### src/rtl/frz_pkg.sv
package frz_pkg;
  typedef enum logic [1:0] {
    ST_THAWED   = 2'd0,
    ST_FREEZING = 2'd1,
    ST_FROZEN   = 2'd2,
    ST_THAWING  = 2'd3
  } frz_state_e;

  // word indices (byte offset / 4)
  localparam int unsigned WIDX_STAT = 0;
  localparam int unsigned WIDX_CTRL = 1;
  localparam int unsigned WIDX_ILL  = 2;
  localparam int unsigned WIDX_VER  = 3;

  // control request bits
  localparam int unsigned REQ_W   = 3;
  localparam int unsigned CB_FRZ  = 0;
  localparam int unsigned CB_RST  = 1;
  localparam int unsigned CB_THAW = 2;

  localparam logic [31:0] VER_BASE = 32'd2;
  localparam logic [31:0] VER_ALT  = 32'hAD00_0003;
endpackage

### src/rtl/frz_req_dec.sv
module frz_req_dec
  import frz_pkg::*;
(
  input  logic             wr_i,
  input  logic [REQ_W-1:0] req_i,
  input  frz_state_e       state_i,
  output logic             start_frz_o,
  output logic             start_thaw_o,
  output logic             ctrl_we_o,
  output logic             illegal_o
);
  logic multi;
  assign multi = $countones(req_i) > 1;

  always_comb begin
    start_frz_o  = 1'b0;
    start_thaw_o = 1'b0;
    ctrl_we_o    = 1'b0;
    illegal_o    = 1'b0;
    if (wr_i) begin
      if (req_i == '0) begin
        ctrl_we_o = 1'b1;
      end else if (multi) begin
        illegal_o = 1'b1;
      end else if (req_i[CB_FRZ]) begin
        if (state_i == ST_THAWED) begin
          start_frz_o = 1'b1;
          ctrl_we_o   = 1'b1;
        end else begin
          illegal_o = 1'b1;
        end
      end else if (req_i[CB_RST]) begin
        if (state_i == ST_FROZEN) ctrl_we_o = 1'b1;
        else                      illegal_o = 1'b1;
      end else begin
        if (state_i == ST_FROZEN) begin
          start_thaw_o = 1'b1;
          ctrl_we_o    = 1'b1;
        end else begin
          illegal_o = 1'b1;
        end
      end
    end
  end
endmodule

### src/rtl/frz_seq.sv
module frz_seq
  import frz_pkg::*;
#(
  parameter int unsigned SETTLE_CYC = 8
) (
  input  logic       clk_i,
  input  logic       rst_ni,
  input  logic       start_frz_i,
  input  logic       start_thaw_i,
  output frz_state_e state_o,
  output logic       frz_done_o,
  output logic       thaw_done_o,
  output logic       freeze_o
);
  localparam int unsigned CNT_W = $clog2(SETTLE_CYC + 1);
  localparam logic [CNT_W-1:0] CNT_LAST = CNT_W'(SETTLE_CYC - 1);

  frz_state_e       state_q;
  logic [CNT_W-1:0] cnt_q;

  always_ff @(posedge clk_i or negedge rst_ni) begin
    if (!rst_ni) begin
      state_q <= ST_THAWED;
      cnt_q   <= '0;
    end else begin
      unique case (state_q)
        ST_THAWED: if (start_frz_i) begin
          state_q <= ST_FREEZING;
          cnt_q   <= '0;
        end
        ST_FROZEN: if (start_thaw_i) begin
          state_q <= ST_THAWING;
          cnt_q   <= '0;
        end
        ST_FREEZING, ST_THAWING: begin
          if (cnt_q == CNT_LAST) begin
            state_q <= (state_q == ST_FREEZING) ? ST_FROZEN : ST_THAWED;
          end else begin
            cnt_q <= cnt_q + 1'b1;
          end
        end
        default: state_q <= ST_THAWED;
      endcase
    end
  end

  assign state_o     = state_q;
  assign frz_done_o  = (state_q == ST_FROZEN);
  assign thaw_done_o = (state_q == ST_THAWED);
  assign freeze_o    = (state_q != ST_THAWED);
endmodule

### src/rtl/frz_bridge_ctl.sv
module frz_bridge_ctl
  import frz_pkg::*;
#(
  parameter int unsigned ADDR_W     = 6,
  parameter int unsigned SETTLE_CYC = 8,
  parameter bit          ALT_VER    = 1'b0
) (
  input  logic              clk_i,
  input  logic              rst_ni,
  input  logic [ADDR_W-1:0] addr_i,
  input  logic              rd_i,
  input  logic              wr_i,
  input  logic [31:0]       wdata_i,
  output logic [31:0]       rdata_o,
  output logic              freeze_o,
  output logic              region_rst_o
);
  localparam int unsigned IDX_W = ADDR_W - 2;
  localparam logic [31:0] VER_VAL = ALT_VER ? VER_ALT : VER_BASE;

  logic [IDX_W-1:0] widx;
  logic             sel_ctrl, sel_ill;
  logic             start_frz, start_thaw, ctrl_we, dec_illegal;
  logic             frz_done, thaw_done;
  frz_state_e       state;
  logic [REQ_W-1:0] ctrl_q;
  logic             ill_q;
  logic [31:0]      rd_mux, rdata_q;
  logic             unused_bits;

  assign widx     = addr_i[ADDR_W-1:2];
  assign sel_ctrl = (widx == IDX_W'(WIDX_CTRL));
  assign sel_ill  = (widx == IDX_W'(WIDX_ILL));
  assign unused_bits = ^{addr_i[1:0], wdata_i[31:REQ_W]};

  frz_req_dec u_dec (
    .wr_i        (wr_i && sel_ctrl),
    .req_i       (wdata_i[REQ_W-1:0]),
    .state_i     (state),
    .start_frz_o (start_frz),
    .start_thaw_o(start_thaw),
    .ctrl_we_o   (ctrl_we),
    .illegal_o   (dec_illegal)
  );

  frz_seq #(.SETTLE_CYC(SETTLE_CYC)) u_seq (
    .clk_i       (clk_i),
    .rst_ni      (rst_ni),
    .start_frz_i (start_frz),
    .start_thaw_i(start_thaw),
    .state_o     (state),
    .frz_done_o  (frz_done),
    .thaw_done_o (thaw_done),
    .freeze_o    (freeze_o)
  );

  always_ff @(posedge clk_i or negedge rst_ni) begin
    if (!rst_ni) begin
      ctrl_q <= '0;
      ill_q  <= 1'b0;
    end else begin
      if (ctrl_we) ctrl_q <= wdata_i[REQ_W-1:0];
      if (dec_illegal)                       ill_q <= 1'b1;
      else if (wr_i && sel_ill && wdata_i[0]) ill_q <= 1'b0;
    end
  end

  assign region_rst_o = ctrl_q[CB_RST];

  always_comb begin
    rd_mux = '0;
    if (widx == IDX_W'(WIDX_STAT))      rd_mux = {30'd0, thaw_done, frz_done};
    else if (widx == IDX_W'(WIDX_CTRL)) rd_mux = {{(32-REQ_W){1'b0}}, ctrl_q};
    else if (widx == IDX_W'(WIDX_ILL))  rd_mux = {31'd0, ill_q};
    else if (widx == IDX_W'(WIDX_VER))  rd_mux = VER_VAL;
  end

  always_ff @(posedge clk_i or negedge rst_ni) begin
    if (!rst_ni)   rdata_q <= '0;
    else if (rd_i) rdata_q <= rd_mux;
  end

  assign rdata_o = rdata_q;
endmodule

### config.mk
export PLATFORM = sky130hd
export DESIGN_NAME = frz_bridge_ctl
export DESIGN_NICKNAME = d
export VERILOG_FILES = /design/src/rtl/frz_pkg.sv /design/src/rtl/frz_req_dec.sv /design/src/rtl/frz_seq.sv /design/src/rtl/frz_bridge_ctl.sv
export SDC_FILE = /design/constraint.sdc
export NUM_CORES = 1
export LEC_CHECK = 0
export ABC_CLOCK_PERIOD_IN_PS = 3700
export BUFFER_PORTS_ARGS = -buffer_cell sky130_fd_sc_hd__buf_2
export CAP_MARGIN = 5
export CORE_ASPECT_RATIO = 0.8
export CORE_UTILIZATION = 43
export CTS_BUF_LIST = sky130_fd_sc_hd__clkbuf_4 sky130_fd_sc_hd__clkbuf_8 sky130_fd_sc_hd__clkbuf_16
export CTS_CLUSTER_DIAMETER = 50
export DETAILED_ROUTE_END_ITERATION = 6
export PLACE_DENSITY = 0.91
export SLEW_MARGIN = 20
export SYNTH_ARGS = -nofsm -noshare
export SYNTH_HDL_FRONTEND = slang
export SYNTH_SLANG_ARGS = --single-unit
### constraint.sdc
create_clock -name clk_i -period 3.7 [get_ports clk_i]
set_input_delay 0.37 -clock clk_i [delete_from_list [all_inputs] [get_ports clk_i]]
set_output_delay 0.37 -clock clk_i [all_outputs]
set_load 0.1 [all_outputs]
==> impl_metrics.csv, run 1 <==
group,metric,value,unit
die,rows,15,
die,ios,76,
layout,final_layout_size_suffix_gt1_frac,0.204,
timing,period_needed,2.19,ns
setup_path,worstSetupStartpoint,"u_seq.state_o[0]",
clock_network,cts_buffers,3,
grt,grt.total_usage,0.148,
routing,first_pass_iters,7,
clock_network,htreeDepth,1,
clock_network,cts_setup_buffers,0,
synth,synth_top_area_frac,0.309,
status,violations,"DRC",
grt,antenna_found_initial,0,
layout,layout_common_cells,"29 x conb_1, 15 x buf_2, 13 x dfrtp_1",
routing,avgViaCountPerCell,4.80,
setup_path,worstSetupPathType,"flop to flop",
timing,finalMaxSlewViolations,0,
routing,wirelength,1830,microns
synth,synthesis.instances,118,
clock_network,clk_latency,0.28,ns
placement,place_congestion,0.780,
die,dieArea,0.00265,sq mm
setup_path,start_kind,"flop",
die,die_h,46.2,microns
die,initial_utilization,0.471,
routing,wl_per_cell,11.3,microns
synth,ys.flop_type,"dfrtp_1",
clock_network,cts_resized,0,
synth,ys_top_cells_by_area,"dfrtp_1 31%, buf_4 21%, ha_1 8.3%",
clock_network,cts_tree,"yes",
setup_path,critPathArrivalTime,2.36,ns
routing,ant_nets,0,
setup_path,timing.reg2reg.setup_slack,1.51,ns
die,die_w,57.3,microns
layout,n_antenna_cell,0,
routing,initialDrtViolationCount,30,
power_and_ir_drop,total_power,721,uW
synth,syn-cell-area,0.00105,sq mm
clock_network,clk_path_buf_depth,2,
clock_network,clockRootBuffer,"clkbuf_4",
setup_path,path_max_fanout,5,
synth,synth_seq_area_share,0.309,
synth,synth-edff-count,0,
power_and_ir_drop,irDropWorstVdd,0.211,mV
timing,rsz0062_at_grt,"no",
timing,setup_violations,0,
routing,vias,778,
setup_path,r2r-end,"ctrl_q[1]",
timing,clock_skew,0.000961,ns
grt,grt-ovfl-total,0,
layout,finalNetCount,187,
job,maxCapViolations,0,
layout,layout_commonest_cell,"conb_1",
synth,yosys_warnings,0,
synth,yosysUniqueCellTypes,29,
synth,postSynthAreaPerCell,8.92,sq um
placement,portBuffers,15,
setup_path,required,3.87,ns
die,core_area,0.00223,sq mm
power_and_ir_drop,p_per_area,664,mW/mm^2
timing,max_freq,0.456,GHz
synth,ys_async_sr_fraction,1.00,
clock_network,cts.sinks,13,
status,outcome,"finished with violations",
setup_path,r2r-start,"u_seq.state_o[0]",
timing,hold_viol,0,
routing,drc,4,
clock_network,clkTransAtPathRegs,0.08,ns
layout,num-fill-cells,200,
power_and_ir_drop,p_leak,0.000570,uW
setup_path,worstSetupEndpoint,"ctrl_q[1]",
min_path,hold_class,"input pin to flop",
synth,synth_area_leader_cell,"dfrtp_1",
setup_path,reg2reg_depth,7,
setup_path,end_kind,"flop",
layout,multi_input_area,569,sq um
grt,grt_pass1_vias,656,
layout,area.sequential,325,sq um
grt,grt_max_degree,14,
placement,post-dp-hpwl,1510,microns
grt,grt_pass1_wl,2840,microns
timing,period_share,0.593,
layout,area_growth,3.21,%
synth,ys_ff_latch,13,
timing,fin_tns_setup,0,ns
-- Yosys cell counts, types with 2 or more instances --
cell       n
o21ai_0    8
mux2i_1    2
o31ai_1    4
nand2b_1   3
a21oi_1    4
o22ai_1    3
inv_1     12
buf_4     29
dfrtp_1   13
mux2_2     2
o21ai_1    3
ha_1       7
nand3_1    5
nor2_1     6
nand2_1    3
-- what timing repair did --
item,in CTS,in global routing
endpoints found under the hold margin,13,0
hold buffers,1,0
setup endpoints to repair,0,0
-- power by group --
| part | internal [uW] | total (uW) | switching, uW | leakage (uW) |
|---|---|---|---|---|
| clock network | 49.2 | 97.4 | 48.3 | 0.0000184 |
| registers | 182 | 217 | 35.5 | 0.000157 |
| logic | 114 | 406 | 292 | 0.000395 |
-- final cells by class --
| cell class | instances | share of cell area |
|---|---|---|
| flip-flops and latches | 13 | 0.300 |
| repair buffers | 16 | 0.0783 |
| multi-input cells | 92 | 0.524 |
| well taps | 25 | 0.0288 |
| clock buffers | 4 | 0.0276 |
| inverters | 12 | 0.0415 |
-- worst max-delay path, cell delays in order (launching register included) --
cell and delay (ns):
dfrtp_1 0.38, inv_1 0.08, ha_1 0.29, mux2_2 0.30
a21oi_1 0.20, nor2_1 0.08, o21ai_0 0.36, mux2_2 0.38
-- state kept, by name (all words and copies together) (netlist names) --
name and cells:
ctrl_q 3, ill_q 1, rdata_o 3, u_seq.cnt_q 4, u_seq.state_o 2
-- cell families (layout without fill, tap and decap cells) --
family / after synthesis / in the layout / synth area share
DFF: 13 / 13 / 0.309
AOI/OAI and AO/OA: 27 / 27 / 0.171
other: 1 / 29 / 0.00356
buffers and inverters: 41 / 32 / 0.250
and+or+nand+nor: 23 / 23 / 0.118
adders and majority gates: 7 / 7 / 0.0832
muxes: 6 / 6 / 0.0654
-- routing by layer --
layer  vias to the layer above  wire length, microns  track usage
met3                         0                   120       0.0506
met2                        38                   958        0.242
met1                       357                   750        0.187
li1                        383                     -            -
met5                         -                     0            0
met4                         0                     0       0.0439
-- worst min path at each step --
| stage | start | to | slack [ns] | cells past startpoint |
|---|---|---|---|---|
| CTS | rd_i | rdata_o[1] | 0.33 | 2 |
| finish | rd_i | rdata_o[1] | 0.33 | 2 |
| detailed placement | rst_ni | rdata_o[2] | 0.28 | 1 |
| floorplan | rst_ni | ctrl_q[0] | 0.07 | 0 |
| global route | rd_i | rdata_o[1] | 0.35 | 2 |
| global placement | rst_ni | rdata_o[2] | 0.27 | 1 |
-- through the flow --
step | hold WS (ns) | setup slack [ns] | instance area [sq um] | utilization | cells
6_report | 0.333 | 1.51 | 1090 | 0.486 | 162
5_1_grt | 0.346 | 1.37 | 1090 | 0.486 | 162
4_1_cts | 0.326 | 1.54 | 1090 | 0.486 | 162
3_5_place_dp | 0.275 | 1.32 | 1050 | 0.468 | 157
3_3_place_gp | 0.270 | 1.36 | 1050 | 0.468 | 157
2_1_floorplan | 0.0744 | 1.49 | 1160 | - | 146
Power figures use the tool's default switching activity.
==> run 2, diff against run 1 <==
ABC_CLOCK_PERIOD_IN_PS = 2200   (was 3700)
CORE_UTILIZATION = 40   (was 43)
PLACE_DENSITY = 0.86   (was 0.91)
clock period = 2.2 ns   (was 3.7 ns; I/O delays follow)
==> run 2 against run 1 <==
  * The run now ends clean
  * Global-route usage fell by 0.88 points
  * Register-to-register slack got worse by 1.3 ns
  * Count of clock-buffer cells in the layout did not move
  * Hold slack got worse by 0.14 ns
  * Critical path type unchanged
  * Largest power group unchanged
==> impl_metrics.csv, run 2 (same netlist as run 1, synthesis figures left out) <==
group,metric,value,unit
setup_path,r2r-start,"u_seq.state_o[0]",
placement,portBuffers,15,
placement,place_congestion,0.841,
power_and_ir_drop,clock_power_share,0.136,
power_and_ir_drop,p_switching,630,uW
layout,top_register,"u_seq.cnt_q",
setup_path,path_common_cell,"mux2_2",
routing,first_pass_iters,4,
layout,final_layout_size_suffix_gt1_frac,0.223,
die,ios,76,
setup_path,worstSetupEndpoint,"ctrl_q[1]",
timing,finalMaxSlewViolations,0,
setup_path,cpMaxStageDelayCell,"dfrtp_1",
timing,period_needed,2.01,ns
timing,max_freq,0.498,GHz
routing,drc,0,
setup_path,timing.reg2reg.setup_slack,0.19,ns
setup_path,cp_top_family,"multiplexers",
setup_path,start_kind,"flop",
power_and_ir_drop,p_per_area,1090,mW/mm^2
clock_network,htreeDepth,1,
grt,use_met3,0.0541,
setup_path,crit_path_max_incr_delay,0.39,ns
layout,layout_common_cells,"29 x conb_1, 15 x buf_2, 13 x dfrtp_1",
die,die_h,47.9,microns
grt,antenna_found_initial,0,
power_and_ir_drop,p_leak,0.000580,uW
setup_path,path_depth,7,
power_and_ir_drop,combPwrFrac,0.564,
routing,wl_per_cell,10.3,microns
power_and_ir_drop,netSwitchingFraction,0.519,
clock_network,cts_setup_buffers,0,
setup_path,path_max_fanout,3,
layout,area_growth,6.30,%
power_and_ir_drop,power.share.sequential,0.300,
clock_network,cts_buffers,3,
clock_network,clkTransAtPathRegs,0.08,ns
grt,grt_max_degree,14,
setup_path,end_kind,"flop",
grt,top_usage_layer,"met2",
clock_network,clk_latency,0.28,ns
die,rows,16,
grt,grt.total_usage,0.139,
placement,post-dp-hpwl,1480,microns
setup_path,required,2.37,ns
grt,grt_pass1_wl,2830,microns
timing,setup_violations,0,
timing,period_share,0.914,
grt,grt-ovfl-total,0,
layout,num-fill-cells,241,
setup_path,critical_path.cell_chain,"inv_1 -> ha_1 -> mux2_2 -> a21oi_1 -> nor2_1 -> o21ai_1 -> mux2_2",
setup_path,worstSetupStartpoint,"u_seq.state_o[0]",
die,dieArea,0.00284,sq mm
layout,n_antenna_cell,0,
timing,rsz0062_at_grt,"no",
timing,fin_tns_setup,0,ns
clock_network,clockRootBuffer,"clkbuf_4",
routing,avgViaCountPerCell,4.53,
setup_path,r2r-end,"ctrl_q[1]",
grt,met2_usage,0.245,
grt,grt_pass1_vias,676,
timing,hold_viol,0,
job,maxCapViolations,0,
routing,vias,793,
die,initial_utilization,0.427,
setup_path,critPathArrivalTime,2.18,ns
routing,initialDrtViolationCount,27,
min_path,hold_class,"input pin to flop",
die,core_area,0.00246,sq mm
routing,wirelength,1800,microns
routing,ant_nets,0,
power_and_ir_drop,internal-power,584,uW
setup_path,path_buf_inv,1,
layout,post-route-util,0.454,
grt,grtUsageMet1,0.166,
setup_path,worstSetupPathType,"flop to flop",
status,outcome,"completed",
setup_path,reg2reg_depth,7,
die,die_w,59.3,microns
clock_network,clk_path_buf_depth,2,
clock_network,cts.sinks,13,
clock_network,cts_tree,"yes",
layout,largest_reg_flops,4,
layout,finalNetCount,189,
layout,layout_commonest_cell,"conb_1",
power_and_ir_drop,irDropWorstVdd,0.457,mV
timing,clock_skew,0.00269,ns
==> run 2: changes by cell type in the layout (fill, tap and decap cells not counted), sizes merged <==
cell	before	now
buf	15	17
clkinvlp	0	1
inv	12	11
==> run 2: worst register-to-register path, stage by stage (launching register included) <==
cell     delay (ns)
dfrtp_1        0.39
inv_1          0.09
ha_1           0.26
mux2_2         0.30
a21oi_1        0.19
nor2_1         0.08
o21ai_1        0.23
mux2_2         0.36
==> run 2: worst min path at each step <==
stage | start | to | slack [ns] | cells after the start
2_1_floorplan | rst_ni | ctrl_q[0] | -0.08 | 0
3_3_place_gp | rst_ni | rdata_o[1] | 0.12 | 1
3_5_place_dp | rst_ni | rdata_o[1] | 0.13 | 1
4_1_cts | rd_i | rdata_o[2] | 0.19 | 2
5_1_grt | rd_i | rdata_o[2] | 0.20 | 2
6_report | rd_i | rdata_o[2] | 0.20 | 2
==> run 2: power by group through the flow <==
stage	clock, uW	combinational, uW	sequential, uW
final	166	684	364
after global placement	0	666	364
after CTS	171	688	363
after detailed placement	0	687	366
after global routing	183	737	374
after floorplan	0	589	399
==> run 2: repair_timing <==
action                                  4_1_cts  5_1_grt
resized for setup                             0        1
hold endpoints to repair                     13        0
hold buffers                                  1        0
endpoints found under the setup margin        0        1
==> run 2: through the flow <==
stage	total power (uW)	cell area, sq um	hold slack [ns]	cells	setup WS, ns
floorplan	988	1160	-0.0756	146	0.145
global placement	1030	1080	0.124	170	0.0561
detailed placement	1050	1080	0.128	170	0.00358
CTS	1220	1120	0.189	175	0.0889
global route	1290	1120	0.198	175	0.0356
finish	1210	1120	0.198	175	0.190
==> run 2: per-layer routing <==
layer	wire length (microns)	part of all wire
met5	0	0
met4	0	0
met3	169	0.094
met2	815	0.45
met1	814	0.45
==> run 2: cell type report <==
cell class | count | area [sq um] | area share
inverters | 12 | 48.8 | 0.0436
multi-input cells | 92 | 569 | 0.509
repair buffers | 18 | 100 | 0.0895
well taps | 36 | 45.0 | 0.0403
flip-flops and latches | 13 | 325 | 0.291
clock buffers | 4 | 30.0 | 0.0268
==> run 3, diff against run 2 <==
BUFFER_PORTS_ARGS = not set   (was -buffer_cell sky130_fd_sc_hd__buf_2)
CORE_UTILIZATION = 55   (was 40)
DONT_BUFFER_PORTS = 1   (was not set)
PLACE_DENSITY = 0.77   (was 0.86)
TNS_END_PERCENT = 30   (was not set)
==> run 3 against run 2 <==
  * Wire length shrank 1.3%
  * First-iteration DRC count shrank 56%
  * Die area shrank 26%
  * Combinational power is essentially flat
  * Clock power is essentially flat
  * Fmax grew 0.12%
  * Critical path depth is the same
  * Global-route usage grew 4.7 points
  * Sequential cell count is the same
  * Critical endpoint unchanged
  * Sequential share of layout area grew 1.5 points
  * Non-clock buffer count shrank 10
==> impl_metrics.csv, run 3 (same netlist as run 1, synthesis figures left out) <==
group,metric,value,unit
job,maxCapViolations,0,
grt,grt_pass1_wl,2660,microns
die,dieArea,0.00209,sq mm
routing,avgViaCountPerCell,4.99,
clock_network,cts_buffers,3,
routing,wl_met3,162,microns
setup_path,worstSetupPathType,"flop to flop",
setup_path,path_max_fanout,4,
timing,period_share,0.913,
die,ios,76,
power_and_ir_drop,irDropWorstVdd,0.740,mV
setup_path,start_kind,"flop",
grt,grt-ovfl-total,0,
layout,finalNetCount,179,
clock_network,clk_latency,0.28,ns
routing,wl_met1,828,microns
placement,dp.cells,146,
routing,initialDrtViolationCount,12,
timing,worst_slack,0.192,ns
routing,drc,0,
clock_network,clk_path_buf_depth,2,
routing,vias,753,
routing,dr_wl_met2,785,microns
clock_network,clkTransAtPathRegs,0.09,ns
placement,portBuffers,0,
layout,layout_common_cells,"29 x conb_1, 13 x dfrtp_1, 11 x inv_1",
die,rows,13,
power_and_ir_drop,p_per_area,1140,mW/mm^2
routing,ant_nets,0,
clock_network,clockRootBuffer,"clkbuf_4",
die,die_w,50.9,microns
grt,antenna_found_initial,0,
timing,fin_tns_setup,0,ns
layout,fin_cells,151,
routing,wirelength,1780,microns
timing,clock_skew,0.0119,ns
layout,n_antenna_cell,0,
routing,first_pass_iters,4,
setup_path,critPathArrivalTime,2.19,ns
grt,grt_max_degree,14,
layout,top_register,"u_seq.cnt_q",
timing,setup_violations,0,
layout,area_growth,1.07,%
timing,worst_pin_slew,0.618,ns
routing,dr.max_layer_used,"met3",
timing,max_freq,0.498,GHz
placement,place_congestion,0.751,
die,initial_utilization,0.616,
placement,placed_cell_area,0.00102,sq mm
grt,grt.total_usage,0.186,
layout,finalInstanceArea,0.00106,sq mm
power_and_ir_drop,p_leak,0.000541,uW
clock_network,cts.sinks,13,
clock_network,cts_tree,"yes",
clock_network,htreeDepth,1,
grt,grt_pass1_vias,623,
timing,slew_headroom,0.587,
placement,post-dp-hpwl,1390,microns
layout,largest_reg_flops,4,
die,die_h,41.1,microns
layout,num-fill-cells,156,
placement,pre_cts_slack,0.116,ns
timing,rsz0062_at_grt,"no",
layout,post-route-util,0.623,
status,outcome,"completed",
layout,layout_commonest_cell,"conb_1",
timing,finalMaxSlewViolations,0,
timing,hold_viol,0,
routing,wl_per_cell,11.8,microns
min_path,hold_class,"input pin to flop",
die,core_area,0.00171,sq mm
timing,period_needed,2.01,ns
setup_path,end_kind,"flop",
setup_path,required,2.38,ns
layout,final_layout_size_suffix_gt1_frac,0.163,
==> run 3: cell type report <==
type                            instances  area [sq um]  area share
Sequential cell                        13           325       0.306
Timing Repair Buffer                    8          62.6      0.0588
Clock buffer                            4          30.0      0.0282
Multi-Input combinational cell         92           569       0.535
Inverter                               12          48.8      0.0459
Tap cell                               22          27.5      0.0259
==> run 3: stage by stage <==
step | power (uW) | hold slack, ns
2_1_floorplan | 988 | -0.0756
3_5_place_dp | 1040 | -0.0752
3_3_place_gp | 1020 | -0.0752
6_report | 1210 | 0.0313
4_1_cts | 1220 | 0.0256
5_1_grt | 1290 | 0.0164
==> run 3: worst paths after layout <==
path / to / cells past startpoint / slack [ns] / from
hold / removal: rdata_o[0] / 1 / 0.03 / rd_i
setup reg to reg: ctrl_q[1] / 7 / 0.19 / u_seq.state_o[1]
min in group asynchronous: u_seq.cnt_q[2] / 1 / 0.38 / rst_ni
hold reg to reg: ill_q / 2 / 0.53 / ill_q
setup / recovery: ctrl_q[1] / 7 / 0.19 / u_seq.state_o[1]
max in group asynchronous: rdata_o[2] / 1 / 1.41 / rst_ni
==> run 3: repair_timing <==
action / CTS / global route
setup endpoints to repair: 0 / 2
hold endpoints to repair: 13 / 0
setup buffers: 0 / 0
hold buffers: 1 / 0
gates resized for setup: 0 / 1
==> run 3: power by group <==
group	switching, uW	internal (uW)	total (uW)
combinational	487	194	681
clock	81.9	82.7	165
sequential	59.3	306	365
==> run 3: worst max-delay path, cell delays in order, from the launching register on <==
cell and delay, ns:
dfrtp_1 0.40, inv_1 0.08, ha_1 0.25, mux2_2 0.30, a21oi_1 0.19, nor2_1 0.09
o21ai_1 0.24, mux2_2 0.36
==> run 3: per-layer routing <==
metal,GRT usage,up-vias
met2,0.280,45
met4,0.0486,0
met5,0,-
li1,-,371
met3,0.0852,0
met1,0.242,337
